--- src/rtl/sp_fadd_pkg.sv ---
package sp_fadd_pkg;
  // guard, round and sticky below the kept significand
  localparam int GRS_W = 3;

  typedef enum logic [2:0] {
    ST_IDLE,
    ST_ALIGN,
    ST_ADD,
    ST_NORM,
    ST_RND,
    ST_FIN
  } fadd_state_e;
endpackage

--- src/rtl/sp_fadd_align.sv ---
module sp_fadd_align
  import sp_fadd_pkg::*;
#(
  parameter int EXP_W  = 8,
  parameter int FRAC_W = 23
) (
  input  logic                          a_sgn,
  input  logic [EXP_W-1:0]              a_exp,
  input  logic [FRAC_W-1:0]             a_frac,
  input  logic                          b_sgn,
  input  logic [EXP_W-1:0]              b_exp,
  input  logic [FRAC_W-1:0]             b_frac,
  output logic                          big_sgn,
  output logic                          small_sgn,
  output logic [EXP_W-1:0]              big_exp,
  output logic [FRAC_W+GRS_W:0]         big_ext,
  output logic [FRAC_W+GRS_W:0]         small_ext
);
  localparam int SIG_W = FRAC_W + 1;
  localparam int EXT_W = SIG_W + GRS_W;

  logic [SIG_W-1:0] a_sig, b_sig, s_sig;
  logic [EXP_W-1:0] s_exp, diff;
  logic [EXT_W-1:0] s_raw, s_shift;
  logic             swap, sticky;

  // exponent field 0 reads as zero (flush)
  assign a_sig = (a_exp == '0) ? '0 : {1'b1, a_frac};
  assign b_sig = (b_exp == '0) ? '0 : {1'b1, b_frac};
  assign swap  = (b_exp > a_exp);

  assign big_sgn   = swap ? b_sgn : a_sgn;
  assign small_sgn = swap ? a_sgn : b_sgn;
  assign big_exp   = swap ? b_exp : a_exp;
  assign s_exp     = swap ? a_exp : b_exp;
  assign s_sig     = swap ? a_sig : b_sig;
  assign big_ext   = {(swap ? b_sig : a_sig), {GRS_W{1'b0}}};
  assign diff      = big_exp - s_exp;
  assign s_raw     = {s_sig, {GRS_W{1'b0}}};

  always_comb begin
    if (diff >= EXP_W'(EXT_W)) begin
      s_shift = '0;
      sticky  = |s_raw;
    end else begin
      s_shift = s_raw >> diff;
      sticky  = |(s_raw & ~({EXT_W{1'b1}} << diff));
    end
    small_ext = {s_shift[EXT_W-1:1], s_shift[0] | sticky};
  end
endmodule

--- src/rtl/sp_fadd_norm.sv ---
module sp_fadd_norm #(
  parameter int EXT_W = 27,
  parameter int XE_W  = 10
) (
  input  logic [EXT_W:0]   mag,
  input  logic [XE_W-1:0]  exp_in,
  output logic [EXT_W-1:0] nrm,
  output logic [XE_W-1:0]  exp_out,
  output logic             is_zero
);
  localparam int LZ_W = $clog2(EXT_W + 1);

  logic [LZ_W-1:0] lz;
  logic            found;

  always_comb begin
    lz    = '0;
    found = 1'b0;
    for (int i = EXT_W - 1; i >= 0; i--) begin
      if (!found && mag[i]) begin
        lz    = LZ_W'(EXT_W - 1 - i);
        found = 1'b1;
      end
    end
  end

  always_comb begin
    is_zero = (mag == '0);
    if (mag[EXT_W]) begin
      // carry out of the add: one step right, fold the dropped bit into sticky
      nrm     = {mag[EXT_W:2], mag[1] | mag[0]};
      exp_out = exp_in + XE_W'(1);
    end else begin
      nrm     = mag[EXT_W-1:0] << lz;
      exp_out = exp_in - XE_W'(lz);
    end
  end
endmodule

--- src/rtl/sp_fadd_round.sv ---
module sp_fadd_round
  import sp_fadd_pkg::*;
#(
  parameter int SIG_W = 24
) (
  input  logic [SIG_W+GRS_W-1:0] nrm,
  output logic [SIG_W:0]         rnd
);
  logic [SIG_W-1:0] keep;
  logic             guard, tail, up;

  assign keep  = nrm[SIG_W+GRS_W-1:GRS_W];
  assign guard = nrm[GRS_W-1];
  assign tail  = |nrm[GRS_W-2:0];
  assign up    = guard & (tail | keep[0]);
  assign rnd   = {1'b0, keep} + (SIG_W + 1)'(up);
endmodule

--- src/rtl/sp_fadd_unit.sv ---
module sp_fadd_unit
  import sp_fadd_pkg::*;
#(
  parameter int EXP_W  = 8,
  parameter int FRAC_W = 23
) (
  input  logic                        clk,
  input  logic                        rst_n,
  input  logic                        start_i,
  input  logic                        sub_i,
  input  logic [EXP_W+FRAC_W:0]       op_a_i,
  input  logic [EXP_W+FRAC_W:0]       op_b_i,
  output logic                        busy_o,
  output logic                        done_o,
  output logic [EXP_W+FRAC_W:0]       sum_o,
  output logic                        ovf_o,
  output logic                        unf_o
);
  localparam int W     = 1 + EXP_W + FRAC_W;
  localparam int SIG_W = FRAC_W + 1;
  localparam int EXT_W = SIG_W + GRS_W;
  localparam int XE_W  = EXP_W + 2;
  localparam logic [EXP_W-1:0] E_ONES = '1;
  localparam logic [W-1:0]     QNAN   = {1'b0, E_ONES, 1'b1, {(FRAC_W-1){1'b0}}};
  localparam logic [XE_W-1:0]  XE_TOP = {2'b00, E_ONES};

  fadd_state_e state_q, state_d;

  logic [W-1:0] a_q, b_q;
  logic         sub_q;

  // operand fields and special classes
  logic              sa, sb;
  logic [EXP_W-1:0]  ea, eb;
  logic [FRAC_W-1:0] fa, fb;
  logic              a_inf, b_inf, a_nan, b_nan, sp_hit;
  logic [W-1:0]      sp_val;

  assign sa = a_q[W-1];
  assign sb = b_q[W-1] ^ sub_q;
  assign ea = a_q[W-2:FRAC_W];
  assign eb = b_q[W-2:FRAC_W];
  assign fa = a_q[FRAC_W-1:0];
  assign fb = b_q[FRAC_W-1:0];
  assign a_inf = (ea == E_ONES) && (fa == '0);
  assign b_inf = (eb == E_ONES) && (fb == '0);
  assign a_nan = (ea == E_ONES) && (fa != '0);
  assign b_nan = (eb == E_ONES) && (fb != '0);
  assign sp_hit = a_inf | b_inf | a_nan | b_nan;

  always_comb begin
    if (a_nan || b_nan || (a_inf && b_inf && (sa != sb))) sp_val = QNAN;
    else if (a_inf)                                       sp_val = {sa, E_ONES, {FRAC_W{1'b0}}};
    else                                                  sp_val = {sb, E_ONES, {FRAC_W{1'b0}}};
  end

  // stage 1: alignment
  logic                 al_bs_d, al_ss_d;
  logic [EXP_W-1:0]     al_exp_d;
  logic [EXT_W-1:0]     al_big_d, al_small_d;

  sp_fadd_align #(.EXP_W(EXP_W), .FRAC_W(FRAC_W)) align_i (
    .a_sgn(sa), .a_exp(ea), .a_frac(fa),
    .b_sgn(sb), .b_exp(eb), .b_frac(fb),
    .big_sgn(al_bs_d), .small_sgn(al_ss_d), .big_exp(al_exp_d),
    .big_ext(al_big_d), .small_ext(al_small_d)
  );

  logic                 al_bs_q, al_ss_q, sp_hit_q;
  logic [EXP_W-1:0]     al_exp_q;
  logic [EXT_W-1:0]     al_big_q, al_small_q;
  logic [W-1:0]         sp_val_q;

  // stage 2: signed significand add
  logic [EXT_W:0]       ad_mag_d, ad_mag_q;
  logic                 ad_sgn_d, ad_sgn_q;

  always_comb begin
    if (al_bs_q == al_ss_q) begin
      ad_mag_d = {1'b0, al_big_q} + {1'b0, al_small_q};
      ad_sgn_d = al_bs_q;
    end else if (al_big_q >= al_small_q) begin
      ad_mag_d = {1'b0, al_big_q - al_small_q};
      ad_sgn_d = al_bs_q;
    end else begin
      ad_mag_d = {1'b0, al_small_q - al_big_q};
      ad_sgn_d = al_ss_q;
    end
  end

  // stage 3: normalization
  logic [EXT_W-1:0]     nm_sig_d, nm_sig_q;
  logic [XE_W-1:0]      nm_exp_d, nm_exp_q;
  logic                 nm_zero_d, nm_zero_q;

  sp_fadd_norm #(.EXT_W(EXT_W), .XE_W(XE_W)) norm_i (
    .mag(ad_mag_q), .exp_in({2'b00, al_exp_q}),
    .nrm(nm_sig_d), .exp_out(nm_exp_d), .is_zero(nm_zero_d)
  );

  // stage 4: rounding
  logic [SIG_W:0]       rd_sig_d, rd_sig_q;
  logic [XE_W-1:0]      rd_exp_q;
  logic                 rd_zero_q;

  sp_fadd_round #(.SIG_W(SIG_W)) round_i (.nrm(nm_sig_q), .rnd(rd_sig_d));

  // stage 5: renormalize after rounding and classify the range
  logic [SIG_W-1:0]     fin_sig;
  logic [XE_W-1:0]      fin_exp;
  logic [W-1:0]         res_d;
  logic                 ovf_d, unf_d;

  always_comb begin
    if (rd_sig_q[SIG_W]) begin
      fin_sig = rd_sig_q[SIG_W:1];
      fin_exp = rd_exp_q + XE_W'(1);
    end else begin
      fin_sig = rd_sig_q[SIG_W-1:0];
      fin_exp = rd_exp_q;
    end
    res_d = {ad_sgn_q, fin_exp[EXP_W-1:0], fin_sig[FRAC_W-1:0]};
    ovf_d = 1'b0;
    unf_d = 1'b0;
    if (sp_hit_q) begin
      res_d = sp_val_q;
    end else if (rd_zero_q) begin
      res_d = '0;
    end else if ($signed(fin_exp) >= $signed(XE_TOP)) begin
      res_d = {ad_sgn_q, E_ONES, {FRAC_W{1'b0}}};
      ovf_d = 1'b1;
    end else if ($signed(fin_exp) <= $signed(XE_W'(0))) begin
      res_d = {ad_sgn_q, {(W-1){1'b0}}};
      unf_d = 1'b1;
    end
  end

  // sequencing
  always_comb begin
    state_d = state_q;
    unique case (state_q)
      ST_IDLE:  if (start_i) state_d = ST_ALIGN;
      ST_ALIGN: state_d = ST_ADD;
      ST_ADD:   state_d = ST_NORM;
      ST_NORM:  state_d = ST_RND;
      ST_RND:   state_d = ST_FIN;
      ST_FIN:   state_d = ST_IDLE;
      default:  state_d = ST_IDLE;
    endcase
  end

  logic en_cap, en_al, en_ad, en_nm, en_rd, en_fin;
  assign en_cap = (state_q == ST_IDLE) && start_i;
  assign en_al  = (state_q == ST_ALIGN);
  assign en_ad  = (state_q == ST_ADD);
  assign en_nm  = (state_q == ST_NORM);
  assign en_rd  = (state_q == ST_RND);
  assign en_fin = (state_q == ST_FIN);

  always_ff @(posedge clk or negedge rst_n) begin
    if (!rst_n) begin
      state_q    <= ST_IDLE;
      a_q        <= '0;
      b_q        <= '0;
      sub_q      <= 1'b0;
      al_bs_q    <= 1'b0;
      al_ss_q    <= 1'b0;
      al_exp_q   <= '0;
      al_big_q   <= '0;
      al_small_q <= '0;
      sp_hit_q   <= 1'b0;
      sp_val_q   <= '0;
      ad_mag_q   <= '0;
      ad_sgn_q   <= 1'b0;
      nm_sig_q   <= '0;
      nm_exp_q   <= '0;
      nm_zero_q  <= 1'b0;
      rd_sig_q   <= '0;
      rd_exp_q   <= '0;
      rd_zero_q  <= 1'b0;
      sum_o      <= '0;
      ovf_o      <= 1'b0;
      unf_o      <= 1'b0;
      done_o     <= 1'b0;
    end else begin
      state_q <= state_d;
      done_o  <= en_fin;
      if (en_cap) begin
        a_q   <= op_a_i;
        b_q   <= op_b_i;
        sub_q <= sub_i;
      end
      if (en_al) begin
        al_bs_q    <= al_bs_d;
        al_ss_q    <= al_ss_d;
        al_exp_q   <= al_exp_d;
        al_big_q   <= al_big_d;
        al_small_q <= al_small_d;
        sp_hit_q   <= sp_hit;
        sp_val_q   <= sp_val;
      end
      if (en_ad) begin
        ad_mag_q <= ad_mag_d;
        ad_sgn_q <= ad_sgn_d;
      end
      if (en_nm) begin
        nm_sig_q  <= nm_sig_d;
        nm_exp_q  <= nm_exp_d;
        nm_zero_q <= nm_zero_d;
      end
      if (en_rd) begin
        rd_sig_q  <= rd_sig_d;
        rd_exp_q  <= nm_exp_q;
        rd_zero_q <= nm_zero_q;
      end
      if (en_fin) begin
        sum_o <= res_d;
        ovf_o <= ovf_d;
        unf_o <= unf_d;
      end
    end
  end

  assign busy_o = (state_q != ST_IDLE);
endmodule

--- config.mk ---
export PLATFORM = sky130hd
export DESIGN_NAME = sp_fadd_unit
export DESIGN_NICKNAME = d
export VERILOG_FILES = /design/src/rtl/sp_fadd_pkg.sv /design/src/rtl/sp_fadd_align.sv /design/src/rtl/sp_fadd_norm.sv /design/src/rtl/sp_fadd_round.sv /design/src/rtl/sp_fadd_unit.sv
export SDC_FILE = /design/constraint.sdc
export NUM_CORES = 1
export LEC_CHECK = 0
export ABC_CLOCK_PERIOD_IN_PS = 14150
export BUFFER_PORTS_ARGS = -buffer_cell sky130_fd_sc_hd__buf_2
export CELL_PAD_IN_SITES_DETAIL_PLACEMENT = 1
export CELL_PAD_IN_SITES_GLOBAL_PLACEMENT = 2
export CORE_MARGIN = 2
export CORE_UTILIZATION = 39
export CTS_CLUSTER_DIAMETER = 200
export CTS_CLUSTER_SIZE = 40
export DETAILED_ROUTE_END_ITERATION = 10
export GPL_TIMING_DRIVEN = 0
export HOLD_SLACK_MARGIN = 0.05
export PLACE_DENSITY_LB_ADDON = 0.1
export SLEW_MARGIN = 15
export SYNTH_ARGS = -nofsm -noshare
export SYNTH_HDL_FRONTEND = slang
export SYNTH_SLANG_ARGS = --single-unit
--- constraint.sdc ---
create_clock -name clk -period 14.15 [get_ports clk]
set_input_delay 1.415 -clock clk [delete_from_list [all_inputs] [get_ports clk]]
set_output_delay 1.415 -clock clk [all_outputs]
set_load 0.03 [all_outputs]
=== Word level (Yosys, flattened, before mapping) ===
Cells that the tools add are included.

* Register bits: 300
* Input bits: 68
* Output and inout port bits: 36
* Word-level logic and storage cells: 217

* $add $sub $neg: 8
* Order comparisons: 5
* Equal/unequal tests: 10
* Shifts and indexed selects: 3
* Multiplexer cells: 85
* Bitwise logic cells: 10
* Reductions and logical operators: 73

{| class="wikitable"
|+ Operators by type and width
! kind !! count
|-
| 32-bit 2-to-1 mux || 4
|-
| 24-bit 2-to-1 mux || 4
|-
| 27-bit 2-to-1 mux || 3
|-
| 31-bit 2-to-1 mux || 2
|-
| 5-bit 2-to-1 mux || 11
|-
| 27-bit subtractor || 2
|-
| 23-bit logical NOT || 2
|-
| 23-bit nonzero test || 2
|-
| 1-bit 2-to-1 mux || 39
|-
| 1-bit logical AND || 33
|-
| 4-bit 2-to-1 mux || 8
|-
| 27-bit by 27-bit adder with 28-bit output || 1
|-
| 28-bit logical NOT || 1
|-
| 28-bit 2-to-1 mux || 1
|-
| 27-bit bitwise AND || 1
|-
| 27-bit >= comparator || 1
|-
| 27-bit inverter || 1
|-
| 27-bit OR reduction || 1
|-
| 27-bit by 5-bit << shifter with 27-bit output || 1
|-
| 27-bit by 8-bit << shifter with 27-bit output, first input constant || 1
|-
| 27-bit by 8-bit >> shifter with 27-bit output || 1
|-
| 1-bit logical NOT || 26
|-
| 24-bit by 1-bit adder with 25-bit output || 1
|-
| 24-bit OR reduction || 1
|-
| other kinds (29) || 46
|}

=== Longest topological paths before layout ===
Gate-level depths: netlist of the first run.

* Depth after elaboration: 81
* Gate-level depth with buffers: 23
* Mapped depth without buffers: 18

=== By module ===
Synthesis of the first run repeated with hierarchy kept, for this count alone.

* Cell total of the unflattened synthesis: 2542
* Area, all modules: 21887.2 µm²

{| class="wikitable"
|+ By module, submodules not included
! module !! times used !! cells an instance !! area an instance (µm²) !! seq. area each (µm²)
|-
| sp_fadd_unit || 1 || 1501 || 15099.5 || 6856.6
|-
| sp_fadd_align || 1 || 579 || 3633.5 || 0.0
|-
| sp_fadd_norm || 1 || 396 || 2687.6 || 0.0
|-
| sp_fadd_round || 1 || 66 || 466.7 || 0.0
|}

=== Worst setup path before layout of the first run ===
OpenSTA, ideal clock, no wires.

* Kind: reg-to-reg
* Start point: register a_q[28]
* End point: register al_small_q[2]
* Setup time: 0.065 ns
* Data arrival time: 4.774 ns
* Required time: 14.085 ns
* Setup slack: 9.311 ns
* Cell stages (with the launch flop): 23
* Path buffers: 6
* Clock period less this slack: 4.839 ns
* Path through: dfrtp_1 inv_1 ha_1 buf_6 a21o_1 a221o_2 o21a_2 buf_6 clkbuf_1 clkbuf_1 nor2_1 a22oi_1 ha_1 clkbuf_1 clkinv_1 clkbuf_1 mux2i_1 nand2_1 o21ai_0 a2111oi_0 a211oi_1 a2111oi_0 a21o_1

* Longest elaborated chain between the ends: 5
* Elaborated cells between the ends (all ways): 10
* Those cells by class: add/sub (1); order compare (2); shift (1); mux (5); reduce/logical (1)

{| class="wikitable"
|+ RTL lines
! what !! RTL line !! source
|-
| start: declaration || sp_fadd_unit.sv:29 || <nowiki>logic [W-1:0] a_q, b_q;</nowiki>
|-
| start signal: assignment || sp_fadd_unit.sv:189 || <nowiki>a_q <= op_a_i;</nowiki>
|-
| 8-bit greater-than comparator / 8-bit logical NOT (equally long branches) || sp_fadd_align.sv:30, sp_fadd_align.sv:28 ||
|-
| 8-bit 2-to-1 mux, or another cell as far along || sp_fadd_align.sv:34 || <nowiki>assign big_exp = swap ? b_exp : a_exp;</nowiki>
|-
| 8-bit subtractor / 24-bit 2-to-1 mux (equally long branches) || sp_fadd_align.sv:38, sp_fadd_align.sv:36 ||
|-
| 27-bit by 8-bit >> shifter with 27-bit output / 8-bit by 5-bit >= comparator with 1-bit output (equally long branches) || sp_fadd_align.sv:46, sp_fadd_align.sv:42 ||
|-
| 27-bit 2-to-1 mux (*) || sp_fadd_align.sv:42 || <nowiki>if (diff >= EXP_W'(EXT_W)) begin</nowiki>
|-
| end signal: assignment || sp_fadd_unit.sv:198 || <nowiki>al_small_q <= al_small_d;</nowiki>
|-
| end: declaration || sp_fadd_unit.sv:71 || <nowiki>logic [EXT_W-1:0] al_big_q, al_small_q;</nowiki>
|}

Mark *: on every way between the ends. The rest lies on a longest branch, timed or not.
A chain may end at the register's enable or synchronous reset.

=== Worst setup path after layout of the first run ===
* Start point: register a_q[27]
* End point: register al_small_q[2]

The elaborated chain is that of the path after synthesis.

==> reports/summary.json, run 1 <==
{
  "status": {"value": "completed"},
  "antenna_violations_before_repair": {"value": 0},
  "synth_top_area_cell": {"value": "sky130_fd_sc_hd__dfrtp_1"},
  "synth_area_leaders": {"value": "sky130_fd_sc_hd__dfrtp_1 35%, sky130_fd_sc_hd__mux2i_1 6.6%, sky130_fd_sc_hd__ha_1 5.7%, sky130_fd_sc_hd__nand2_1 5.4%, sky130_fd_sc_hd__mux2_2 4.8%"},
  "gp_congestion": {"value": 0.916},
  "critical-path-slowest-cell": {"value": "sky130_fd_sc_hd__a2111oi_0"},
  "areaGrowthSynthToFinish": {"value": 9.18, "unit": "%"},
  "place.detailed.instances": {"value": 3010},
  "cpMostUsedCell": {"value": "sky130_fd_sc_hd__clkbuf_1"},
  "worst_clock_skew": {"value": 0.0687, "unit": "ns"},
  "grt_max_degree": {"value": 104},
  "synth_largest_type_area_fraction": {"value": 0.353},
  "synth-edff-count": {"value": 0},
  "cp.buffers_inverters": {"value": 8},
  "floorplan.die_area": {"value": 51000, "unit": "sq um"},
  "critical_path_peak_fanout": {"value": 10},
  "postSynthRegisterBits": {"value": 271},
  "startpoint_to_endpoint_class_of_the_critical_path": {"value": "reg2reg"},
  "num_io_pins": {"value": 104},
  "ant_nets": {"value": 0},
  "setup_viols_final": {"value": 0},
  "synth_flop_cell": {"value": "sky130_fd_sc_hd__dfrtp_1"},
  "groute.usage.overall": {"value": 0.285},
  "cts_hold_buffers": {"value": 0},
  "worstPathRequired": {"value": 14.62, "unit": "ns"},
  "max_stage_delay": {"value": 0.92, "unit": "ns"},
  "mostFrequentLayoutCells": {"value": "274 x sky130_fd_sc_hd__nand2_1, 271 x sky130_fd_sc_hd__dfrtp_1, 192 x sky130_fd_sc_hd__nor2_1"},
  "clk_pin_slew": {"value": 0.14, "unit": "ns"},
  "core_region_area": {"value": 48700, "unit": "sq um"},
  "nFillCells": {"value": 5816},
  "cts_inserted_buffers": {"value": 11},
  "finalCriticalPeriod": {"value": 6.99, "unit": "ns"},
  "r2r_start": {"value": "a_q[27]$_DFFE_PN0P_"},
  "place_hpwl": {"value": 58400, "unit": "um"},
  "setup_ws": {"value": 7.16, "unit": "ns"},
  "max_slew_violation_count": {"value": 0},
  "crit_family": {"value": "buffers and inverters"},
  "drt-pass1-iter-count": {"value": 5},
  "post_route_cells_drive_above_1_share": {"value": 0.109},
  "rsz0062_at_grt": {"value": "false"},
  "grt_first_pass_wirelength": {"value": 111000, "unit": "um"},
  "timing.max_slew.rel_slack": {"value": 0.247},
  "routed_wirelength": {"value": 73300, "unit": "um"},
  "grt_overflow_total": {"value": 0},
  "detailed_route_drc_error_count": {"value": 0},
  "worst_r2r_path_depth": {"value": 21},
  "maxClockFrequency": {"value": 143, "unit": "MHz"},
  "synth_sequential_area_ratio": {"value": 0.353},
  "r2r_end": {"value": "al_small_q[2]$_DFFE_PN0P_"},
  "final_net_count": {"value": 2517},
  "htree_num_levels": {"value": 1},
  "ys_types": {"value": 89},
  "syn-mean-instance-area": {"value": 8.57, "unit": "sq um"},
  "yosys_warnings": {"value": 0},
  "vias": {"value": 17900},
  "timing_worst_slew_pin_value": {"value": 1.13, "unit": "ns"},
  "hold-path-endpoint": {"value": "sp_val_q[30]$_DFFE_PN0P_"},
  "synth.cell_area": {"value": 19200, "unit": "sq um"},
  "post_layout_nonfiller_instances": {"value": 3024},
  "critPathLaunchType": {"value": "register"},
  "end_kind": {"value": "register"},
  "synth_nets": {"value": 2398},
  "cap_viol_max_count": {"value": 0},
  "initialDrtViolationCount": {"value": 1337},
  "routedWlPerCell": {"value": 24.2, "unit": "um"},
  "fp.dieW": {"value": 226, "unit": "um"},
  "ctsRootBufferMaster": {"value": "sky130_fd_sc_hd__clkbuf_16"},
  "worstPathArrival": {"value": 7.46, "unit": "ns"},
  "setup.reg_to_reg.worst_slack": {"value": 7.16, "unit": "ns"},
  "postCtsSetupBuffers": {"value": 0},
  "cts_tree": {"value": "built"},
  "antenna-diode-count": {"value": 0},
  "count_of_buffers_inserted_at_the_top_level_ports": {"value": 103},
  "viasPerCell": {"value": 5.91},
  "hp-class": {"value": "reg2reg"},
  "via_count_of_the_first_global_routing_pass": {"value": 18200},
  "synthCells": {"value": 2240},
  "num_rows": {"value": 81},
  "detailedPlace.worstSlack": {"value": 7.38, "unit": "ns"},
  "resized_cells_post_cts": {"value": 0},
  "final_common_cell": {"value": "sky130_fd_sc_hd__nand2_1"},
  "finalSetupTns": {"value": 0, "unit": "ns"},
  "floorplan.initialDensity": {"value": 0.394},
  "proportion_of_register_bits_with_asynchronous_set_or_reset_after_synthesis": {"value": 1.00},
  "timing.critical_path.cells": {"value": "inv_1 -> ha_1 -> clkbuf_1 -> nand3_1 -> a21oi_2 -> o21a_2 -> buf_6 -> clkbuf_1 -> clkbuf_1 -> a22oi_1 -> ha_1 -> clkbuf_1 -> clkinv_1 -> clkbuf_1 -> mux2i_1 -> nand2_1 -> o21ai_0 -> a2111oi_0 -> a211oi_1 -> a2111oi_0 -> a21o_1"},
  "crit_share_post_route": {"value": 0.494},
  "fp.dieH": {"value": 226, "unit": "um"},
  "min_path_cells": {"value": 1},
  "hold_start": {"value": "sp_val_q[30]$_DFFE_PN0P_"},
  "clkLatencyLatePin": {"value": 0.56, "unit": "ns"},
  "clock_sink_count": {"value": 271},
  "cts_max_path_buffers": {"value": 3},
  "total_count_of_hold_check_failures_in_the_final_report": {"value": 0}
}
==> cells in the mapped netlist, drive strengths merged, types with 10 or more instances <==
library cell / count
mux2i: 127
clkbuf: 114
o211ai: 12
and2: 10
buf: 25
xnor2: 47
nor2b: 19
xor2: 30
dfrtp: 271
o31ai: 16
nand2b: 22
o21ai: 182
nor4: 23
nand3: 30
nor3: 50
nand4: 28
a31oi: 25
ha: 87
inv: 100
a31o: 12
a211oi: 21
and3: 25
a21o: 28
or3: 15
a21oi: 168
nand2: 274
o22ai: 17
o21bai: 15
a221oi: 40
nor2: 194
mux2: 81
==> metrics by stage <==
| step | instance area, sq um | util | hold slack (ns) |
|---|---|---|---|
| after floorplan | 19200 | - | 0.425 |
| after global placement | 20500 | 0.421 | 0.445 |
| after detailed placement | 20600 | 0.423 | 0.455 |
| after CTS | 21000 | 0.430 | 0.488 |
| after global routing | 21000 | 0.430 | 0.520 |
| final | 21000 | 0.430 | 0.484 |
==> worst register-to-register path: cells and delay by family, from the launching register on <==
kind                     cells  cell delay, ns
AO/OA/AOI/OAI                8            2.62
adder cells (fa/ha/maj)      2            0.61
buffers and inverters        8            2.74
flip-flops                   1            0.46
multiplexers                 1            0.22
AND/OR/NAND/NOR              2            0.30
==> cell type report <==
| class | instances | area [sq um] | area share |
|---|---|---|---|
| sequential | 271 | 6780 | 0.324 |
| timing repair buffer | 106 | 608 | 0.0290 |
| tap | 664 | 831 | 0.0396 |
| clock inverter | 3 | 47.5 | 0.00227 |
| clock buffer | 11 | 275 | 0.0131 |
| buffer | 139 | 558 | 0.0266 |
| multi-input combinational | 1728 | 11500 | 0.547 |
| inverter | 102 | 383 | 0.0183 |
==> routing by layer <==
metal,vias to the layer above,wire length (um),global-route usage
met3,110,2430,0.0242
met5,-,0,0
met2,400,35600,0.486
met4,0,2800,0.103
li1,8283,-,-
met1,9086,32500,0.379
==> worst max-delay path by stage <==
| stage | start | endpoint | slack (ns) | cells past startpoint |
|---|---|---|---|---|
| 2_1_floorplan | a_q[28]$_DFFE_PN0P_ | al_small_q[2]$_DFFE_PN0P_ | 9.31 | 22 |
| 6_report | a_q[27]$_DFFE_PN0P_ | al_small_q[2]$_DFFE_PN0P_ | 7.16 | 21 |
| 5_1_grt | a_q[27]$_DFFE_PN0P_ | al_small_q[2]$_DFFE_PN0P_ | 6.66 | 22 |
| 4_1_cts | a_q[27]$_DFFE_PN0P_ | al_small_q[2]$_DFFE_PN0P_ | 7.28 | 21 |
| 3_3_place_gp | rst_n | b_q[17]$_DFFE_PN0P_ | 6.50 | 1 |
| 3_5_place_dp | a_q[27]$_DFFE_PN0P_ | al_small_q[2]$_DFFE_PN0P_ | 7.38 | 22 |
==> cells by family after synthesis <==
kind of cell,synth area share
flip-flops,0.353
XOR/XNOR,0.0355
buffers and inverters,0.0490
adder cells (fa/ha/maj),0.0598
multiplexers,0.122
AND/OR/NAND/NOR,0.173
AO/OA/AOI/OAI,0.208
==> sequential cells by signal, summed over array words and instances (netlist names), 3 cells and up <==
| name | cells |
|---|---|
| al_big_q | 24 |
| nm_sig_q | 27 |
| rd_sig_q | 25 |
| state_q | 3 |
| al_exp_q | 8 |
| a_q | 32 |
| rd_exp_q | 10 |
| ad_mag_q | 28 |
| sp_val_q | 3 |
| al_small_q | 27 |
| nm_exp_q | 10 |
| b_q | 32 |
| sum_o | 32 |
Power of run 1 is not shown: default switching activity piles up to over one toggle a cycle in this logic, so the estimate is an artifact.
==> inputs of run 2 (changes only) <==
--- a/config.mk
+++ b/config.mk
@@ -5,12 +5,13 @@
 export SDC_FILE = /design/constraint.sdc
 export NUM_CORES = 1
 export LEC_CHECK = 0
-export ABC_CLOCK_PERIOD_IN_PS = 14150
+export ABC_AREA = 1
+export ABC_CLOCK_PERIOD_IN_PS = 6250
 export BUFFER_PORTS_ARGS = -buffer_cell sky130_fd_sc_hd__buf_2
 export CELL_PAD_IN_SITES_DETAIL_PLACEMENT = 1
 export CELL_PAD_IN_SITES_GLOBAL_PLACEMENT = 2
 export CORE_MARGIN = 2
-export CORE_UTILIZATION = 39
+export CORE_UTILIZATION = 32
 export CTS_CLUSTER_DIAMETER = 200
 export CTS_CLUSTER_SIZE = 40
 export DETAILED_ROUTE_END_ITERATION = 10
==> constraint.sdc (replaced) <==
create_clock -name clk -period 6.25 [get_ports clk]
set_input_delay 0.625 -clock clk [delete_from_list [all_inputs] [get_ports clk]]
set_output_delay 0.625 -clock clk [all_outputs]
set_load 0.03 [all_outputs]
==> reports/summary.json, run 2 <==
{
  "worstPathRequired": {"value": 6.66, "unit": "ns", "change": "was 14.62 ns"},
  "place.detailed.instances": {"value": 3890, "change": "was 3010"},
  "maxClockFrequency": {"value": 222, "unit": "MHz", "change": "was 143 MHz"},
  "grt_overflow_total": {"value": 0, "change": "unchanged"},
  "rsz0062_at_grt": {"value": "false", "change": "unchanged"},
  "cts_max_path_buffers": {"value": 3, "change": "unchanged"},
  "floorplan.initialDensity": {"value": 0.323, "change": "was 0.394"},
  "whs": {"value": 0.0119, "unit": "ns", "change": "was 0.484 ns"},
  "routedWlPerCell": {"value": 22.5, "unit": "um", "change": "was 24.2 um"},
  "via_count_of_the_first_global_routing_pass": {"value": 21800, "change": "was 18.2k"},
  "drt-pass1-iter-count": {"value": 5, "change": "unchanged"},
  "timing_worst_slew_pin_value": {"value": 1.07, "unit": "ns", "change": "was 1.13 ns"},
  "ant_nets": {"value": 0, "change": "unchanged"},
  "layout_top_registers": {"value": "a_q: 32 flops, b_q: 32 flops, sum_o: 32 flops", "change": "unchanged"},
  "worst_clock_skew": {"value": 0.0582, "unit": "ns", "change": "was 0.0687 ns"},
  "setup_viols_final": {"value": 0, "change": "unchanged"},
  "resized_cells_post_cts": {"value": 0, "change": "unchanged"},
  "synth.top_cells.by_count": {"value": "700 x sky130_fd_sc_hd__nand2_1, 285 x sky130_fd_sc_hd__inv_1, 271 x sky130_fd_sc_hd__dfrtp_1, 259 x sky130_fd_sc_hd__nor2_1, 254 x sky130_fd_sc_hd__a21oi_1", "change": "was 274 x sky130_fd_sc_hd__nand2_1, 271 x sky130_fd_sc_hd__dfrtp_1, 192 x sky130_fd_sc_hd__nor2_1, 178 x sky130_fd_sc_hd__o21ai_0, 167 x sky130_fd_sc_hd__a21oi_1"},
  "synth-edff-count": {"value": 0, "change": "unchanged"},
  "post-synth-top-count-cell": {"value": "sky130_fd_sc_hd__nand2_1", "change": "unchanged"},
  "critPathLaunchType": {"value": "register", "change": "unchanged"},
  "synthCells": {"value": 2939, "change": "was 2240"},
  "finalSetupTns": {"value": 0, "unit": "ns", "change": "unchanged"},
  "end_kind": {"value": "register", "change": "unchanged"},
  "finalCriticalPeriod": {"value": 4.51, "unit": "ns", "change": "was 6.99 ns"},
  "num_rows": {"value": 92, "change": "was 81"},
  "place_hpwl": {"value": 73100, "unit": "um", "change": "was 58400 um"},
  "timing.max_slew.rel_slack": {"value": 0.283, "change": "was 0.247"},
  "clock_sink_count": {"value": 271, "change": "unchanged"},
  "ctsRootBufferMaster": {"value": "sky130_fd_sc_hd__clkbuf_16", "change": "unchanged"},
  "placed_cell_area": {"value": 21900, "unit": "sq um", "change": "was 20600 sq um"},
  "met2_length": {"value": 43100, "unit": "um", "change": "was 35600 um"},
  "status": {"value": "completed", "change": "unchanged"},
  "syn-mean-instance-area": {"value": 6.91, "unit": "sq um", "change": "was 8.57 sq um"},
  "gp_congestion": {"value": 0.983, "change": "was 0.916"},
  "antenna-diode-count": {"value": 0, "change": "unchanged"},
  "fp.dieH": {"value": 256, "unit": "um", "change": "was 226 um"},
  "synth_nets": {"value": 3097, "change": "was 2398"},
  "cap_viol_max_count": {"value": 0, "change": "unchanged"},
  "startpoint_to_endpoint_class_of_the_critical_path": {"value": "reg2reg", "change": "unchanged"},
  "count_of_buffers_inserted_at_the_top_level_ports": {"value": 103, "change": "unchanged"},
  "worstPathArrival": {"value": 4.92, "unit": "ns", "change": "was 7.46 ns"},
  "postLayoutCellArea": {"value": 22300, "unit": "sq um", "change": "was 21000 sq um"},
  "route.top_layer_used": {"value": "met4", "change": "unchanged"},
  "max_slew_violation_count": {"value": 0, "change": "unchanged"},
  "vias": {"value": 20800, "change": "was 17.9k"},
  "synth_largest_type_area_fraction": {"value": 0.334, "change": "was 0.353"},
  "synth_area_leaders": {"value": "sky130_fd_sc_hd__dfrtp_1 33%, sky130_fd_sc_hd__nand2_1 13%, sky130_fd_sc_hd__a21oi_1 6.3%, sky130_fd_sc_hd__nand3_1 5.4%, sky130_fd_sc_hd__o21ai_0 5.4%", "change": "was sky130_fd_sc_hd__dfrtp_1 35%, sky130_fd_sc_hd__mux2i_1 6.6%, sky130_fd_sc_hd__ha_1 5.7%, sky130_fd_sc_hd__nand2_1 5.4%, sky130_fd_sc_hd__mux2_2 4.8%"},
  "initialDrtViolationCount": {"value": 1344, "change": "was 1337"},
  "clk_pin_slew": {"value": 0.16, "unit": "ns", "change": "was 0.14 ns"},
  "floorplan.die_area": {"value": 65500, "unit": "sq um", "change": "was 51000 sq um"},
  "cts_tree": {"value": "built", "change": "unchanged"},
  "grt_max_degree": {"value": 102, "change": "was 104"},
  "ys_types": {"value": 68, "change": "was 89"},
  "core_region_area": {"value": 62900, "unit": "sq um", "change": "was 48700 sq um"},
  "hp-class": {"value": "in2async", "change": "was reg2reg"},
  "synth_flop_cell": {"value": "sky130_fd_sc_hd__dfrtp_1", "change": "unchanged"},
  "grt_first_pass_wirelength": {"value": 134000, "unit": "um", "change": "was 111000 um"},
  "clkLatencyLatePin": {"value": 0.53, "unit": "ns", "change": "was 0.56 ns"},
  "total_count_of_hold_check_failures_in_the_final_report": {"value": 0, "change": "unchanged"},
  "synth.cell_area": {"value": 20300, "unit": "sq um", "change": "was 19200 sq um"},
  "num_io_pins": {"value": 104, "change": "unchanged"},
  "worst_r2r_path_depth": {"value": 23, "change": "was 21"},
  "cts_hold_buffers": {"value": 0, "change": "unchanged"},
  "synth_sequential_area_ratio": {"value": 0.334, "change": "was 0.353"},
  "viasPerCell": {"value": 5.32, "change": "was 5.91"},
  "synth_top_area_cell": {"value": "sky130_fd_sc_hd__dfrtp_1", "change": "unchanged"},
  "groute.usage.overall": {"value": 0.263, "change": "was 0.285"},
  "final_common_cell": {"value": "sky130_fd_sc_hd__nand2_1", "change": "unchanged"},
  "htree_num_levels": {"value": 1, "change": "unchanged"},
  "post_route_cells_drive_above_1_share": {"value": 0.0837, "change": "was 0.109"},
  "postSynthRegisterBits": {"value": 271, "change": "unchanged"},
  "routed-wl-met3": {"value": 2000, "unit": "um", "change": "was 2430 um"},
  "crit_share_post_route": {"value": 0.721, "change": "was 0.494"},
  "final_net_count": {"value": 3215, "change": "was 2517"},
  "critical_path_peak_fanout": {"value": 10, "change": "unchanged"},
  "yosys_warnings": {"value": 0, "change": "unchanged"},
  "mostFrequentLayoutCells": {"value": "700 x sky130_fd_sc_hd__nand2_1, 285 x sky130_fd_sc_hd__inv_1, 271 x sky130_fd_sc_hd__dfrtp_1", "change": "was 274 x sky130_fd_sc_hd__nand2_1, 271 x sky130_fd_sc_hd__dfrtp_1, 192 x sky130_fd_sc_hd__nor2_1"},
  "areaGrowthSynthToFinish": {"value": 9.73, "unit": "%", "change": "was 9.18%"},
  "routed_wirelength": {"value": 87600, "unit": "um", "change": "was 73300 um"},
  "postCtsSetupBuffers": {"value": 0, "change": "unchanged"},
  "proportion_of_register_bits_with_asynchronous_set_or_reset_after_synthesis": {"value": 1.00, "change": "unchanged"},
  "met1Wirelength": {"value": 40100, "unit": "um", "change": "was 32500 um"},
  "post_layout_nonfiller_instances": {"value": 3904, "change": "was 3024"},
  "detailed_route_drc_error_count": {"value": 0, "change": "unchanged"},
  "cts_inserted_buffers": {"value": 11, "change": "unchanged"},
  "fp.dieW": {"value": 256, "unit": "um", "change": "was 226 um"},
  "antenna_violations_before_repair": {"value": 0, "change": "unchanged"}
}
==> run 2: cell families (layout without fill, tap and decap cells) <==
kind of cell | count (synthesis) | count (layout) | synth area share
AND/OR/NAND/NOR | 1333 | 1333 | 0.283
AO/OA/AOI/OAI | 697 | 697 | 0.195
XOR/XNOR | 67 | 67 | 0.0289
multiplexers | 25 | 25 | 0.0138
flip-flops | 271 | 271 | 0.334
adder cells (fa/ha/maj) | 90 | 90 | 0.0566
buffers and inverters | 456 | 575 | 0.0887
==> run 2: per-stage QoR <==
stage,worst slack (ns),utilization
CTS,1.77,0.354
detailed placement,1.82,0.349
global route,1.37,0.354
floorplan,2.89,-
global placement,-0.761,0.348
finish,1.74,0.354
==> run 2: layer usage <==
layer	global-route usage	up-vias
met5	0	-
met2	0.466	297
li1	-	10000
met4	0.0650	0
met3	0.0173	92
met1	0.349	10400
==> run 2: worst paths after layout <==
path / start / endpoint / slack [ns]
setup / recovery: ad_mag_q[26]$_DFFE_PN0N_ / nm_exp_q[6]$_DFFE_PN0N_ / 1.74
hold / removal: rst_n / ad_mag_q[21]$_DFFE_PN0N_ / 0.01
setup reg to reg: ad_mag_q[26]$_DFFE_PN0N_ / nm_exp_q[6]$_DFFE_PN0N_ / 1.74
hold reg to reg: sum_o[12]$_DFFE_PN0P_ / sum_o[12]$_DFFE_PN0P_ / 0.50
max in group asynchronous: rst_n / al_big_q[14]$_DFFE_PN0P_ / 5.14
min in group clk: op_b_i[21] / b_q[21]$_DFFE_PN0P_ / 0.31
==> run 2: final cells by class <==
| class | count | area, sq um |
|---|---|---|
| fill | 8081 | 40600 |
| timing repair buffer | 105 | 581 |
| multi-input combinational | 2212 | 11700 |
| buffer | 145 | 633 |
| clock inverter | 3 | 51.3 |
| sequential | 271 | 6780 |
| tap | 846 | 1060 |
| clock buffer | 11 | 275 |
| inverter | 311 | 1170 |
==> run 2: critical path: stages (launching register included) <==
cell	delay, ns
sky130_fd_sc_hd__dfrtp_1	0.56
sky130_fd_sc_hd__nor2_2	0.16
sky130_fd_sc_hd__nand2_1	0.07
sky130_fd_sc_hd__nor2_2	0.12
sky130_fd_sc_hd__nand2_2	0.10
sky130_fd_sc_hd__nor3_4	0.24
sky130_fd_sc_hd__nand4_2	0.15
sky130_fd_sc_hd__inv_2	0.11
sky130_fd_sc_hd__nand3_4	0.09
sky130_fd_sc_hd__nor2_4	0.16
sky130_fd_sc_hd__inv_2	0.06
sky130_fd_sc_hd__nor2_2	0.12
sky130_fd_sc_hd__o311ai_0	0.32
sky130_fd_sc_hd__nand4_1	0.23
sky130_fd_sc_hd__inv_1	0.17
sky130_fd_sc_hd__buf_1	0.33
sky130_fd_sc_hd__ha_1	0.44
sky130_fd_sc_hd__a21oi_1	0.17
sky130_fd_sc_hd__nand2_1	0.06
sky130_fd_sc_hd__inv_1	0.07
sky130_fd_sc_hd__nor2_1	0.06
sky130_fd_sc_hd__o41ai_1	0.34
sky130_fd_sc_hd__xnor2_1	0.17
sky130_fd_sc_hd__o21ai_0	0.10
Power of run 2 is left out for the same reason.
